`src/rtl/dsc_pkg.sv`:
```
package dsc_pkg;

  typedef enum logic [2:0] {
    OP_NOP  = 3'd0,
    OP_DUP  = 3'd1,
    OP_DROP = 3'd2,
    OP_OVER = 3'd3,
    OP_PUSH = 3'd4,
    OP_POP  = 3'd5,
    OP_XOR  = 3'd6,
    OP_RSV  = 3'd7
  } op_e;

  // source of the next top-of-stack value
  typedef enum logic [2:0] {
    TS_KEEP,
    TS_NOS,
    TS_LIT,
    TS_RET,
    TS_XOR
  } tsel_e;

  // source of the next second-item value
  typedef enum logic [1:0] {
    NS_KEEP,
    NS_TOS,
    NS_SPILL
  } nsel_e;

  typedef struct packed {
    logic  ds_push;
    logic  ds_pop;
    logic  rs_push;
    logic  rs_pop;
    tsel_e tsel;
    nsel_e nsel;
  } ctrl_t;

endpackage

```
`src/rtl/dsc_decode.sv`:
```
module dsc_decode
  import dsc_pkg::*;
(
  input  logic       op_valid,
  input  logic [2:0] op_code,
  input  logic       lit_valid,
  output ctrl_t      ctrl
);

  op_e op;
  assign op = op_e'(op_code);

  always_comb begin
    ctrl = '{ds_push: 1'b0, ds_pop: 1'b0, rs_push: 1'b0, rs_pop: 1'b0,
             tsel: TS_KEEP, nsel: NS_KEEP};
    if (lit_valid) begin
      ctrl.ds_push = 1'b1;
      ctrl.tsel    = TS_LIT;
      ctrl.nsel    = NS_TOS;
    end else if (op_valid) begin
      unique case (op)
        OP_DUP: begin
          ctrl.ds_push = 1'b1;
          ctrl.nsel    = NS_TOS;
        end
        OP_DROP: begin
          ctrl.ds_pop = 1'b1;
          ctrl.tsel   = TS_NOS;
          ctrl.nsel   = NS_SPILL;
        end
        OP_OVER: begin
          ctrl.ds_push = 1'b1;
          ctrl.tsel    = TS_NOS;
          ctrl.nsel    = NS_TOS;
        end
        OP_PUSH: begin
          ctrl.ds_pop  = 1'b1;
          ctrl.rs_push = 1'b1;
          ctrl.tsel    = TS_NOS;
          ctrl.nsel    = NS_SPILL;
        end
        OP_POP: begin
          ctrl.ds_push = 1'b1;
          ctrl.rs_pop  = 1'b1;
          ctrl.tsel    = TS_RET;
          ctrl.nsel    = NS_TOS;
        end
        OP_XOR: begin
          ctrl.ds_pop = 1'b1;
          ctrl.tsel   = TS_XOR;
          ctrl.nsel   = NS_SPILL;
        end
        default: ;
      endcase
    end
  end

endmodule

```
`src/rtl/dsc_lifo_ring.sv`:
```
module dsc_lifo_ring #(
  parameter int WIDTH = 18,
  parameter int DEPTH = 8
) (
  input  logic             clk,
  input  logic             rst,
  input  logic             push,
  input  logic             pop,
  input  logic [WIDTH-1:0] wdata,
  output logic [WIDTH-1:0] rdata
);

  localparam int AW = (DEPTH > 1) ? $clog2(DEPTH) : 1;

  logic [WIDTH-1:0] mem [DEPTH];
  logic [AW-1:0]    ptr;
  logic [AW-1:0]    ptr_up;
  logic [AW-1:0]    ptr_dn;

  assign ptr_up = ptr + AW'(1);
  assign ptr_dn = ptr - AW'(1);
  assign rdata  = mem[ptr];

  // storage without reset so it maps onto plain RAM
  always_ff @(posedge clk) begin
    if (push && !pop)
      mem[ptr_up] <= wdata;
    else if (push && pop)
      mem[ptr] <= wdata;
  end

  always_ff @(posedge clk) begin
    if (rst)
      ptr <= '0;
    else if (push && !pop)
      ptr <= ptr_up;
    else if (pop && !push)
      ptr <= ptr_dn;
  end

  // pointer wraps through the ring one slot at a time
  assert_ptr_step_R9: assert property (@(posedge clk) disable iff (rst)
    (push != pop) |=> (ptr != $past(ptr)));
  assert_ptr_hold_R10: assert property (@(posedge clk) disable iff (rst)
    (push == pop) |=> $stable(ptr));

endmodule

```
`src/rtl/dual_stack_core.sv`:
```
module dual_stack_core
  import dsc_pkg::*;
#(
  parameter int WIDTH    = 18,
  parameter int DS_DEPTH = 8,
  parameter int RS_DEPTH = 8
) (
  input  logic             clk,
  input  logic             rst,
  input  logic             op_valid,
  input  logic [2:0]       op_code,
  input  logic             lit_valid,
  input  logic [WIDTH-1:0] lit_data,
  output logic [WIDTH-1:0] tos,
  output logic [WIDTH-1:0] nos
);

  ctrl_t            ctrl;
  logic [WIDTH-1:0] spill_top;
  logic [WIDTH-1:0] ret_top;
  logic [WIDTH-1:0] tos_d;
  logic [WIDTH-1:0] nos_d;

  dsc_decode u_dec (
    .op_valid  (op_valid),
    .op_code   (op_code),
    .lit_valid (lit_valid),
    .ctrl      (ctrl)
  );

  dsc_lifo_ring #(.WIDTH(WIDTH), .DEPTH(DS_DEPTH)) u_spill (
    .clk   (clk),
    .rst   (rst),
    .push  (ctrl.ds_push),
    .pop   (ctrl.ds_pop),
    .wdata (nos),
    .rdata (spill_top)
  );

  dsc_lifo_ring #(.WIDTH(WIDTH), .DEPTH(RS_DEPTH)) u_ret (
    .clk   (clk),
    .rst   (rst),
    .push  (ctrl.rs_push),
    .pop   (ctrl.rs_pop),
    .wdata (tos),
    .rdata (ret_top)
  );

  always_comb begin
    unique case (ctrl.tsel)
      TS_NOS:  tos_d = nos;
      TS_LIT:  tos_d = lit_data;
      TS_RET:  tos_d = ret_top;
      TS_XOR:  tos_d = tos ^ nos;
      default: tos_d = tos;
    endcase
    unique case (ctrl.nsel)
      NS_TOS:   nos_d = tos;
      NS_SPILL: nos_d = spill_top;
      default:  nos_d = nos;
    endcase
  end

  always_ff @(posedge clk) begin
    if (rst) begin
      tos <= '0;
      nos <= '0;
    end else begin
      tos <= tos_d;
      nos <= nos_d;
    end
  end

  assert_reset_R1: assert property (@(posedge clk)
    rst |=> (tos == '0) && (nos == '0));
  assert_dup_R2: assert property (@(posedge clk) disable iff (rst)
    (op_valid && !lit_valid && op_code == 3'd1)
    |=> (tos == $past(tos)) && (nos == $past(tos)));
  assert_drop_R3: assert property (@(posedge clk) disable iff (rst)
    (op_valid && !lit_valid && op_code == 3'd2) |=> (tos == $past(nos)));
  assert_over_R4: assert property (@(posedge clk) disable iff (rst)
    (op_valid && !lit_valid && op_code == 3'd3)
    |=> (tos == $past(nos)) && (nos == $past(tos)));
  assert_push_R5: assert property (@(posedge clk) disable iff (rst)
    (op_valid && !lit_valid && op_code == 3'd4) |=> (tos == $past(nos)));
  assert_xor_R6: assert property (@(posedge clk) disable iff (rst)
    (op_valid && !lit_valid && op_code == 3'd6)
    |=> (tos == ($past(tos) ^ $past(nos))));
  assert_literal_R7: assert property (@(posedge clk) disable iff (rst)
    lit_valid |=> (tos == $past(lit_data)) && (nos == $past(tos)));
  assert_idle_R8: assert property (@(posedge clk) disable iff (rst)
    (!lit_valid && (!op_valid || op_code == 3'd0 || op_code == 3'd7))
    |=> $stable(tos) && $stable(nos));

endmodule

```
`config.mk`:
```
export PLATFORM = sky130hd
export DESIGN_NAME = dual_stack_core
export DESIGN_NICKNAME = d
export VERILOG_FILES = /design/src/rtl/dsc_pkg.sv /design/src/rtl/dsc_decode.sv /design/src/rtl/dsc_lifo_ring.sv /design/src/rtl/dual_stack_core.sv
export SDC_FILE = /design/constraint.sdc
export NUM_CORES = 1
export LEC_CHECK = 0
export BUFFER_PORTS_ARGS = -buffer_cell sky130_fd_sc_hd__buf_4
export CAP_MARGIN = 20
export CORE_MARGIN = 2
export CORE_UTILIZATION = 55
export CTS_CLUSTER_SIZE = 40
export DETAILED_ROUTE_END_ITERATION = 16
export GPL_ROUTABILITY_DRIVEN = 1
export PLACE_DENSITY = 0.75
export SLEW_MARGIN = 20
export SYNTH_ARGS = -nofsm -noshare
export SYNTH_HDL_FRONTEND = slang
export SYNTH_SLANG_ARGS = --single-unit
```
`constraint.sdc`:
```
create_clock -name clk -period 2.6 [get_ports clk]
set_clock_uncertainty 0.05 [all_clocks]
set_input_delay 0 -clock clk [delete_from_list [all_inputs] [get_ports clk]]
set_output_delay 0 -clock clk [all_outputs]
set_load 0.02 [all_outputs]
```
== Word level (Yosys, flattened, before mapping) ==
Memory sizes are Yosys's and may differ from the RTL's. A register that Yosys moved wholly into a read port is not among the register bits.
Index checks and enable logic that the tools add are counted.
Word-level totals
  bits of input ports: 25
  memories kept: 2
  register bits: 42
  logic and storage cells: 78
  memory bits (writable): 288
Cells by class
  eq/ne operators: 12
  mux-type cells: 36
  add/subtract/negate cells: 4
  reductions and logical operators: 19
  bitwise logic cells: 1
Memory list
  u_ret.mem: words 8, width 18, read ports 1, clocked after memory_dff 1, write ports 1, RTL line dsc_lifo_ring.sv:15  | logic [WIDTH-1:0] mem [DEPTH];
  u_spill.mem: words 8, width 18, read ports 1, clocked after memory_dff 1, write ports 1, RTL line dsc_lifo_ring.sv:15
Operators with widths (number)
  $pmux W18 S4: 1
  $mux W18: 2
  $pmux W18 S2: 1
  $reduce_or A18 Y1: 2
  $mux W3: 11
  $xor A18 B18 Y18: 1
  $mux W1: 17
  $eq A3 B2 Y1 const B: 4
  $eq A3 B3 Y1 const B: 4
  $mux W9: 1
  $pmux W3 S3: 1
  $reduce_or A3 Y1: 3
  $add A3 B1 Y3 const B: 2
  $eq A3 B1 Y1 const B: 2
  $logic_and A1 B1 Y1: 6
  $reduce_bool A2 Y1: 3
  $sub A3 B1 Y3 const B: 2
  $mux W5: 1
  $logic_not A1 Y1: 4
  $pmux W2 S2: 1
  $reduce_bool A4 Y1: 1
  $eq A2 B1 Y1 const B: 1
  $eq A2 B2 Y1 const B: 1

== Logic depth before layout (Yosys ltp) ==
Gate-level depths: netlist of run 1.
  word-level depth: 11
  gate-level depth with buffers: 11

== Cells and area by module ==
Synthesis of run 1 repeated with hierarchy kept, for this count alone.
Unflattened totals
  cell total of the unflattened synthesis: 761
  area total of the unflattened synthesis: 14266.2 um^2
Modules (own cells, without submodules)
  dsc_lifo_ring at u_ret: cells an instance 249, area an instance 5905.7 um^2, times used 1
  dsc_lifo_ring at u_spill: cells an instance 249, area an instance 5904.4 um^2, times used 1
  dual_stack_core: cells an instance 248, area an instance 2344.7 um^2, times used 1
  dsc_decode: cells an instance 15, area an instance 111.4 um^2, times used 1

== Worst setup path after synthesis of run 1 ==
Ideal clock, no wire load.
  kind: input port to flip-flop
  start: in lit_valid
  end: mem u_ret.mem[4][0] (enable)
  slack: -85 ps
  stages: 9
  arrival time: 2242 ps
  buffers on the path: 2
  data required time: 2157 ps
  cell sequence: buf_2 -> nor2b_4 -> nand2_1 -> nor3_1 -> ha_1 -> clkbuf_1 -> xnor2_1 -> nand2b_1 -> nor2_1
Between the ends
  cells in the longest elaborated chain, start to end: 7
RTL lines
  start: declaration: RTL line dual_stack_core.sv:12  | input logic lit_valid,
  $mux W3 (*): RTL line dsc_decode.sv:16  | if (lit_valid) begin
  $logic_and A1 B1 Y1 / $logic_not A1 Y1 (equally long branches): RTL line dsc_lifo_ring.sv:28, dsc_lifo_ring.sv:26
  $mux W1 / $logic_and A1 B1 Y1 (equally long branches): RTL line dsc_lifo_ring.sv:28, dsc_lifo_ring.sv:26
  $mux W1: RTL line dsc_lifo_ring.sv:26  | if (push && !pop)
  $mux W1 (not written as such): RTL line dsc_lifo_ring.sv:29  | mem[ptr] <= wdata;
  $reduce_or A18 Y1 (no source line)
  $mux W3 (no source line) / $mux W1 (equally long branches)
  end: declaration: RTL line dsc_lifo_ring.sv:15
Mark *: on every way between the ends. The rest lies on a longest branch, timed or not.

== Worst setup path in the final report of run 1 ==
  start: reg nos[7]
  end: reg tos[7]
Between the ends
  cells in the longest elaborated chain, start to end: 2
RTL lines
  start: declaration: RTL line dual_stack_core.sv:15  | output logic [WIDTH-1:0] nos
  start signal: assignment: RTL line dual_stack_core.sv:70  | nos <= nos_d;
  $xor A18 B18 Y18: RTL line dual_stack_core.sv:54  | TS_XOR: tos_d = tos ^ nos;
  $pmux W18 S4 (*): RTL line dual_stack_core.sv:50  | unique case (ctrl.tsel)
  end signal: assignment: RTL line dual_stack_core.sv:69  | tos <= tos_d;
  end: declaration: RTL line dual_stack_core.sv:14  | output logic [WIDTH-1:0] tos,
Marks and branches as above.
A chain may end at the register's enable or synchronous reset.

==> metrics.txt, run 1 <==
post-CTS setup buffer count=0; maxcap violations=0; H-tree depth=2; first-pass GRT wire length=43200 µm; number of synthesized flops with an enable pin=288; CP Class=reg -> reg; clock share of power=38.6%; Hold Violations, Final=0; outcome=finished, final reports clean; Root Driver=clkbuf_16; Die Y-Extent=163 µm; internal power=0.00979 W; power per cell area=795 nW/µm²; Port Buffer Count=60; Hold Crit Class=in -> reg; leak pwr=5.33 nW; layout cells sized above 1=22.5%; share of total power in combinational logic=10.3%; Crit Path Max Fanout=13; Cell Area, Synth=13800 µm²; WL final=28000 µm; synthesized instance count=807; initial drt markers=822; DRT antenna net count=0; Avg Inst Size Synth=17.1 µm²; worst-margin pin slew=845 ps; CP endpoint kind=register; antenna violations before repair=0; Top-Level Pins=61; Net Count, Synth=841; Yosys top cell by area=edfxtp_1; WL/cell=22.2 µm; synthesized flop and latch total=336; Antenna Cells=0; Max Slew Vio Count=0; required time of the critical path=2930 ps; DRC viols=0; nets=937; Period minus WS final=2350 ps; Die ar.=26400 µm²; drt pass-1 iters=5; total core area=25000 µm²; Main synth FF type=edfxtp_1; maximum clock rate=426 MHz; Worst Path Arrival=2680 ps; total clock buffers created by CTS=35; largest net degree at the start of global routing=37; via density per instance=5.99; clock slew at reported path FFs=60 ps; relative slew slack=43.6%; Synth async-reset ratio=0%; # setup viols final=0; Final Util=64.1%; Syn. warnings=0; unrepaired setup endpoints after global routing=false; top post-synthesis cells by area=edfxtp_1 63%, dfxtp_1 7.0%, mux4_1 6.8%; post-synth top area share=62.6%; GP Congestion=0.872; type of origin of the critical path=register; Post-CTS Resized=0; maximum buffer depth of the clock tree=3; all-layer global routing usage=21.5%; fill count=1714; setup tns final=0 ps; Yosys cell types=48; FP Rows=58; Die Width=163 µm; Seq/Total Area, Yosys=69.5%; Area growth, synth to finish=15.7%; total grt overflow=0; CTS tree=done; Clock Latency Late Sink=500 ps; post-route clock period utilization=90.4%; number of global-route vias before repair=7348; Peak supply drop=0.000592 V; sw frac=23.0%; TritonCTS Sinks=336; Seq pwr share=51.1%; Initial Utilization=55.4%; Post-DP HPWL=17800 µm; Sw Pwr=0.00293 W; DR vias=7541; CTS Hold Bufs=20
==> kinds of logic (layout without fill, tap and decap cells) <==
kind of cell | count (synthesis) | in the layout | synth area share [%]
AOI/OAI and AO/OA | 153 | 153 | 7.17
adders and majority gates | 9 | 9 | 0.814
DFF | 336 | 336 | 69.5
muxes | 92 | 92 | 14.3
buffers and inverters | 79 | 200 | 2.93
xor gates and xnor gates | 13 | 13 | 0.824
and+or+nand+nor | 125 | 125 | 4.44
==> synth_stat cells (all sizes together), types with 2 or more instances <==
| master | number |
|---|---|
| a221oi | 18 |
| xor2 | 6 |
| nor2 | 43 |
| o32a | 2 |
| edfxtp | 288 |
| o22ai | 5 |
| a32oi | 2 |
| mux2i | 2 |
| a22oi | 12 |
| a31oi | 17 |
| xnor2 | 7 |
| nand2b | 14 |
| dfxtp | 48 |
| mux4 | 72 |
| clkbuf | 17 |
| nor3 | 14 |
| nor2b | 8 |
| or3 | 2 |
| inv | 29 |
| o21ai | 6 |
| nor3b | 5 |
| buf | 31 |
| ha | 9 |
| a21oi | 70 |
| clkinv | 2 |
| nand2 | 33 |
| mux2 | 18 |
| o221ai | 17 |
==> metrics by stage <==
step / std cells / cell area [µm²] / worst slack, ps / total power (W) / hold WS, ps
global placement: 1176 / 14700 / 399 / 0.00783 / 274
finish: 1258 / 16000 / 251 / 0.0127 / 54.5
global route: 1258 / 16000 / 78.0 / 0.0131 / 91.0
CTS: 1258 / 16000 / 251 / 0.0128 / 31.9
floorplan: 807 / 13800 / -84.5 / 0.00739 / 136
detailed placement: 1176 / 14700 / 324 / 0.00788 / 274
==> metal layers <==
layer	track usage [%]	share of wire (%)	wire, µm
met1	31.2	44	12200
met5	0	0	0
met3	3.18	5.3	1470
met2	34.5	48	13500
met4	6.40	2.8	795
==> cell type report <==
type                       count  area (µm²)  area share [%]
multi-input combinational    392        3840            24.0
clock inverter                16         161            1.01
timing repair buffer         107         878            5.49
clock buffer                  46         981            6.13
sequential                   336        9610            60.1
tap                          330         413            2.58
inverter                      31         116           0.727
==> state kept, by name (all words and copies together) (netlist names), named ones only <==
register	count
u_ret.mem	144
u_spill.mem	144
nos	18
tos	18
u_ret.ptr	3
u_spill.ptr	3
==> worst max-delay path: stages, from the launching register on <==
cell	delay (ps)
dfxtp_1	610
nand4bb_1	190
o21ai_0	90
a2111oi_0	430
a21oi_1	140
o21a_1	190
dlygate4sd3_1	540
==> cells in the final DEF, fill, tap and decap left out, types with 10 or more instances in the layout <==
cell and count:
edfxtp_1 288, o221ai_1 17, a221oi_1 18, a21oi_1 69
clkbuf_16 38, mux2_2 18, dlygate4sd3_1 20, a22oi_1 12
mux4_2 36, nand2_1 33, inv_1 29, dfxtp_1 46
nor2_2 10, mux4_1 36, nand2b_1 14, nor3_1 14
nor2_1 33, a31oi_1 16, buf_4 85
==> power by group through the flow <==
stage | clock (W) | sequential, W | combinational [W]
after floorplan | 0 | 0.00653 | 0.000853
after global placement | 0 | 0.00658 | 0.00125
after detailed placement | 0 | 0.00661 | 0.00127
after CTS | 0.00499 | 0.00650 | 0.00132
after global routing | 0.00519 | 0.00654 | 0.00141
final | 0.00490 | 0.00650 | 0.00131
==> path summary, 6_finish.rpt <==
check | from | to | slack [ps] | cells past startpoint
setup / recovery | nos[7]$_SDFFE_PP0P_ | tos[7]$_SDFFE_PP0P_ | 250 | 6
setup reg to reg | nos[7]$_SDFFE_PP0P_ | tos[7]$_SDFFE_PP0P_ | 250 | 6
hold reg to reg | u_spill.ptr[2]$_SDFFE_PP0N_ | u_spill.ptr[2]$_SDFFE_PP0N_ | 500 | 2
hold / removal | lit_valid | tos[9]$_SDFFE_PP0P_ | 50 | 4
(Power assumes the default switching activity.)
==> inputs of run 2 (changes only) <==
SYNTH_HIERARCHICAL = 1   (was not set)
clock period = 2.15 ns   (was 2.6 ns; I/O delays follow)
==> run 2 against run 1 <==
Against the previous run: routed wire length rose by 6.2%; total power grew 22%; sequential power increased by 18%; final cell count is 1.3% lower; highest routed layer unchanged; largest cell class unchanged; sequential share of layout area shrank 3.2 points; maximum frequency is 9.7% higher; clock power rose by 23%; critical path depth did not move; utilization rose by 2.6 points; flip-flop and latch count is the same; via count down 0.37%.
==> metrics.txt, run 2 <==
Area growth, synth to finish=18.4%; maximum buffer depth of the clock tree=3 (unchanged); Crit Path Max Fanout=14 (+1); Main synth FF type=edfxtp_1; Min Hold Slack=22.7 ps (-31.8 ps); FP Rows=58 (unchanged); Net Count, Synth=795 (-5.5%); relative slew slack=60.4% (+17 points); DRC viols=0 (unchanged); Syn. warnings=6 (+6); worst-margin pin slew=592 ps (-253 ps); layout cells sized above 1=31.4% (+8.8 points); Max Slew Vio Count=0 (unchanged); sw frac=22.4% (-0.64 points); Die Width=165 µm (+1.5%); required time of the critical path=2480 ps (-450 ps); all-layer global routing usage=22.0% (+0.49 points); WL/cell=23.9 µm (+7.5%); Seq/Total Area, Yosys=67.4% (-2.1 points); Layout Cell Area excl Fill=16900 µm² (+5.6%); most frequent cell after synthesis=edfxtp_1; first-pass GRT wire length=44800 µm (+3.8%); Synth async-reset ratio=0% (unchanged); total core area=25300 µm² (+1.5%); post-route clock period utilization=99.6% (+9.2 points); most common cell after layout, fill and taps aside=edfxtp_1; total clock buffers created by CTS=34 (-2.9%); placed insts=1159 (-1.4%); Period minus WS final=2140 ps (-208 ps); Post-DP HPWL=18600 µm (+4.4%); non-filler cells, final=1242 (-1.3%); Placed Area=15500 µm² (+5.6%); DR vias=7513 (-0.37%); nets=921 (-1.7%); Cell Area, Synth=14300 µm² (+3.2%); total grt overflow=0 (unchanged); maxcap violations=0 (unchanged); clock slew at reported path FFs=60 ps (about the same); internal power=0.0121 W (+23%); Die Y-Extent=165 µm (+1.5%); Sw Pwr=0.00348 W (+19%); TritonCTS Sinks=336 (unchanged); CP Class=reg -> reg; Worst Path Arrival=2470 ps (-210 ps); type of origin of the critical path=register; GP Congestion=0.804 (-7.9%); DRT antenna net count=0 (unchanged); setup tns final=0 ps (unchanged); Synth top cells by count=288 x edfxtp_1, 72 x mux2_2, 72 x mux4_1, 61 x nor2_1, 48 x dfxtp_1; CP endpoint kind=register; top post-synthesis cells by area=edfxtp_1 61%, mux4_1 13%, dfxtp_1 6.7%; Clock Latency Late Sink=510 ps (about the same); leak pwr=5.75 nW (+8.0%); number of synthesized flops with an enable pin=288 (unchanged); Top-Level Pins=61 (unchanged); Largest regs=u_ret/mem (144), u_spill/mem (144); Root Driver=clkbuf_16; antenna violations before repair=0 (unchanged); post-synth top area share=60.6% (-1.9 points); Initial Utilization=56.3% (+0.95 points); number of global-route vias before repair=7807 (+6.2%); synthesized flop and latch total=336 (unchanged); H-tree depth=2 (unchanged); via density per instance=6.05 (+0.91%); Hold Crit Class=in -> reg; Port Buffer Count=60 (unchanged); largest net degree at the start of global routing=37 (unchanged); CTS tree=done; Die ar.=27200 µm² (+3.1%); Antenna Cells=0 (unchanged); clock share of power=38.7% (about the same); outcome=finished, final reports clean; initial drt markers=618 (-25%); WL final=29700 µm (+6.2%); Avg Inst Size Synth=18.7 µm² (+9.4%); fill count=1600 (-6.7%); # setup viols final=0 (unchanged); maximum clock rate=467 MHz (+9.7%); synthesized instance count=761 (-5.7%); Yosys top cell by area=edfxtp_1; most frequent cells in the layout=288 x edfxtp_1, 90 x buf_4, 72 x mux2_2; power per cell area=920 nW/µm² (+16%); share of total power in combinational logic=11.8% (+1.5 points); Seq pwr share=49.5% (-1.6 points); drt pass-1 iters=5 (unchanged); Peak supply drop=0.000502 V (-15%); Yosys cell types=43 (-10%); Hold Violations, Final=0 (unchanged)
run 2: cell count changes after synthesis, sizes merged, moves of 15 or more:
cell and change:
a21oi -50, a211oi +15, o221ai -17, a221oi -18, xor2 +15, mux2i +22, mux2 +54, inv -22
nor2 +19
run 2: power groups by stage:
stage / Sequential [W] / Clock [W] / Combinational [W]
final: 0.00770 / 0.00601 / 0.00184
after CTS: 0.00770 / 0.00611 / 0.00179
after detailed placement: 0.00784 / 0 / 0.00176
after global routing: 0.00773 / 0.00637 / 0.00196
after floorplan: 0.00782 / 0 / 0.00111
after global placement: 0.00780 / 0 / 0.00170
run 2: stage by stage:
| stage | utilization (%) | power (W) | setup WS, ps |
|---|---|---|---|
| 2_1_floorplan | - | 0.00893 | -286 |
| 3_3_place_gp | 61.1 | 0.00950 | 8.96 |
| 3_5_place_dp | 61.1 | 0.00959 | -91.6 |
| 4_1_cts | 66.4 | 0.0156 | 0.176 |
| 5_1_grt | 66.7 | 0.0161 | -52.6 |
| 6_report | 66.7 | 0.0155 | 8.55 |
run 2: kinds of logic after synthesis:
family	after synthesis	synth area share, %
fa+ha+maj	9	0.789
mux	168	20.6
simple gates	107	3.47
flops	336	67.4
xor+xnor	26	1.60
buf+inv	50	2.41
compound gates	65	3.75
run 2: cell type report:
| cell class | instances | area, µm² | share of cell area (%) |
|---|---|---|---|
| tap | 330 | 413 | 2.44 |
| sequential | 336 | 9620 | 56.9 |
| inverter | 7 | 26.3 | 0.156 |
| clock buffer | 50 | 995 | 5.89 |
| multi-input combinational | 375 | 4330 | 25.7 |
| clock inverter | 11 | 155 | 0.918 |
| timing repair buffer | 133 | 1350 | 8.01 |
run 2: final timing paths:
path | startpoint | to | slack, ps | cells past startpoint
min | lit_data[17] | tos[17]$_SDFFE_PP0P_ | 20 | 4
min reg2reg | u_spill/ptr[2]$_SDFFE_PP0N_ | register | 520 | 2
max reg2reg | register | tos[16]$_SDFFE_PP0P_ | 9 | 6
max | register | tos[16]$_SDFFE_PP0P_ | 9 | 6
run 2: routing by layer:
layer,routed length (µm),global-route usage [%],up-vias
li1,-,-,3343
met2,15000,37.4,222
met5,0,0,-
met4,816,7.04,0
met3,1380,3.95,58
met1,12500,29.2,3890
run 2: critical path, cell delays in order, from the launching register on:
cell and delay [ps]:
dfxtp_4 410, buf_12 180, mux4_1 580, mux2_2 300, mux2_2 270, o22ai_2 150
a211oi_2 80
run 2: what timing repair did:
| item | 4_1_cts | 5_1_grt |
|---|---|---|
| gates cloned | 0 | 2 |
| setup buffers | 1 | 2 |
| pin swaps | 1 | 1 |
| endpoints found under the hold margin | 36 | 1 |
| gates resized for setup | 3 | 23 |
| setup endpoints to repair | 31 | 126 |
| hold buffers | 16 | 1 |
==> inputs of run 3 (changes only) <==
==> constraint.sdc (replaced) <==
create_clock -name clk -period 2.15 [get_ports clk]
set_clock_uncertainty 0.05 [all_clocks]
set_input_delay 0.215 -clock clk [delete_from_list [all_inputs] [get_ports clk]]
set_output_delay 0.215 -clock clk [all_outputs]
set_load 0.02 [all_outputs]
==> run 3 against run 2 <==
Against the previous run: global-route usage is 0.32 points lower; die area is the same; design area is 0.94% lower; maximum frequency up 0.70%; via count decreased by 1.7%; setup slack better by 15 ps; non-clock buffer count decreased by 11.
==> metrics.txt, run 3 (same netlist as run 2, synthesis figures left out) <==
DRC viols=0 (unchanged); all-layer global routing usage=21.7% (-0.32 points); DR vias=7383 (-1.7%); maximum clock rate=470 MHz (+0.70%); GP Congestion=0.795 (-1.1%); maximum buffer depth of the clock tree=3 (unchanged); total clock buffers created by CTS=34 (unchanged); Hold Violations, Final=0 (unchanged); maxcap violations=0 (unchanged); largest net degree at the start of global routing=37 (unchanged); Worst path slowest cell=mux4_1; most used cell, CP=nor2_1; TritonCTS Sinks=336 (unchanged); most frequent cells in the layout=288 x edfxtp_1, 95 x buf_4, 72 x mux2_2; placed insts=1168 (+0.78%); H-tree depth=2 (unchanged); Hold Crit Class=in -> reg; required time of the critical path=2500 ps (+20 ps); Antenna Cells=0 (unchanged); post-place setup slack=-233 ps (-142 ps); CTS tree=done; non-filler cells, final=1228 (-1.1%); Peak supply drop=0.000504 V (+0.56%); Final Util=66.1% (-0.63 points); # setup viols final=0 (unchanged); number of global-route vias before repair=7639 (-2.2%); worst-margin pin slew=558 ps (-34.4 ps); CP Class=reg -> reg; Crit Path Max Fanout=14 (unchanged); CP cell instances=buf_12 -> mux4_1 -> mux2_2 -> mux2i_1 -> nor2_1 -> a21oi_1 -> nor2_1; CP endpoint kind=register; CP delay by family, top=multiplexers; Port Buffer Count=60 (unchanged); Die Y-Extent=165 µm (unchanged); Largest regs=u_ret/mem (144), u_spill/mem (144); WL final=29300 µm (-1.5%); crit-path max cell delay=580 ps (about the same); Final Worst Setup Slack=23.4 ps (+14.9 ps); total grt overflow=0 (unchanged); Period minus WS final=2130 ps (-14.9 ps); Area growth, synth to finish=17.3%; drt pass-1 iters=5 (unchanged); Root Driver=clkbuf_16; leak pwr=5.69 nW (-1.1%); Die Width=165 µm (unchanged); unrepaired setup endpoints after global routing=true; type of origin of the critical path=register; crit path buf inv count=1 (unchanged); Post-DP HPWL=18400 µm (-0.97%); Initial Utilization=56.3% (unchanged); outcome=finished, final reports clean; Top-Level Pins=61 (unchanged); Worst Path Arrival=2480 ps (about the same); power per cell area=917 nW/µm² (-0.35%); Max Slew Vio Count=0 (unchanged); DRT antenna net count=0 (unchanged); Min Hold Slack=86.2 ps (+63.5 ps); relative slew slack=62.8% (+2.3 points); Clock Latency Late Sink=510 ps (about the same); nets=910 (-1.2%); first-pass GRT wire length=44100 µm (-1.6%); total core area=25300 µm² (unchanged); clock slew at reported path FFs=60 ps (about the same); antenna violations before repair=0 (unchanged); most common cell after layout, fill and taps aside=edfxtp_1; WL/cell=23.8 µm (-0.42%); Die ar.=27200 µm² (unchanged); setup tns final=0 ps (unchanged); initial drt markers=627 (+1.5%); post-route clock period utilization=98.9% (-0.69 points); via density per instance=6.01 (-0.61%); FP Rows=58 (unchanged); layout cells sized above 1=33.5% (+2.2 points)
-- run 3: area by class of cell --
| cell class | instances | area (µm²) |
|---|---|---|
| sequential | 336 | 9620 |
| fill | 1591 | 8590 |
| multi-input combinational | 375 | 4340 |
| timing repair buffer | 122 | 1250 |
| clock buffer | 39 | 891 |
| tap | 330 | 413 |
| clock inverter | 19 | 200 |
| inverter | 7 | 26.3 |
-- run 3: routing by layer --
layer / up-vias / wire length, µm / GRT usage, % / share of wire (%)
met5: - / 0 / 0 / 0
met4: 0 / 561 / 6.01 / 1.9
met3: 44 / 1640 / 3.85 / 5.6
met2: 237 / 15100 / 37.3 / 52
met1: 3785 / 11900 / 28.8 / 41
li1: 3317 / - / - / -
-- run 3: metrics by stage --
step | instance area (µm²) | total power (W)
floorplan | 14300 | 0.00893
global placement | 15600 | 0.00953
detailed placement | 15600 | 0.00962
CTS | 16700 | 0.0154
global route | 16700 | 0.0158
finish | 16700 | 0.0153
-- run 3: worst reg2reg max path, stage by stage, from the launching register on --
cell     delay (ps)
dfxtp_4         410
buf_12          180
mux4_1          600
mux2_2          290
mux2i_1         200
nor2_1           90
a21oi_1         140
nor2_1           60
-- run 3: repair_timing --
| item | in CTS | in global routing |
|---|---|---|
| gates resized for setup | 7 | 15 |
| pin swaps | 0 | 1 |
| cloned | 0 | 1 |
| endpoints found under the setup margin | 11 | 89 |
| buffers inserted | 0 | 1 |
| hold buffers | 0 | 0 |
-- run 3: worst paths after layout --
check             slack, ps                   startpoint                    to  cells after the start
setup reg to reg         20                     register  nos[14]$_SDFFE_PP0P_                      7
setup / recovery         20                     register  nos[14]$_SDFFE_PP0P_                      7
hold reg to reg         530  u_spill/ptr[2]$_SDFFE_PP0N_              register                      2
hold / removal           90                          rst   nos[1]$_SDFFE_PP0P_                      2
-- run 3: power by group --
part	total, W	internal (W)	switching [W]
Sequential	0.00772	0.00747	0.000250
Combinational	0.00182	0.000906	0.000917
Clock	0.00581	0.00346	0.00235
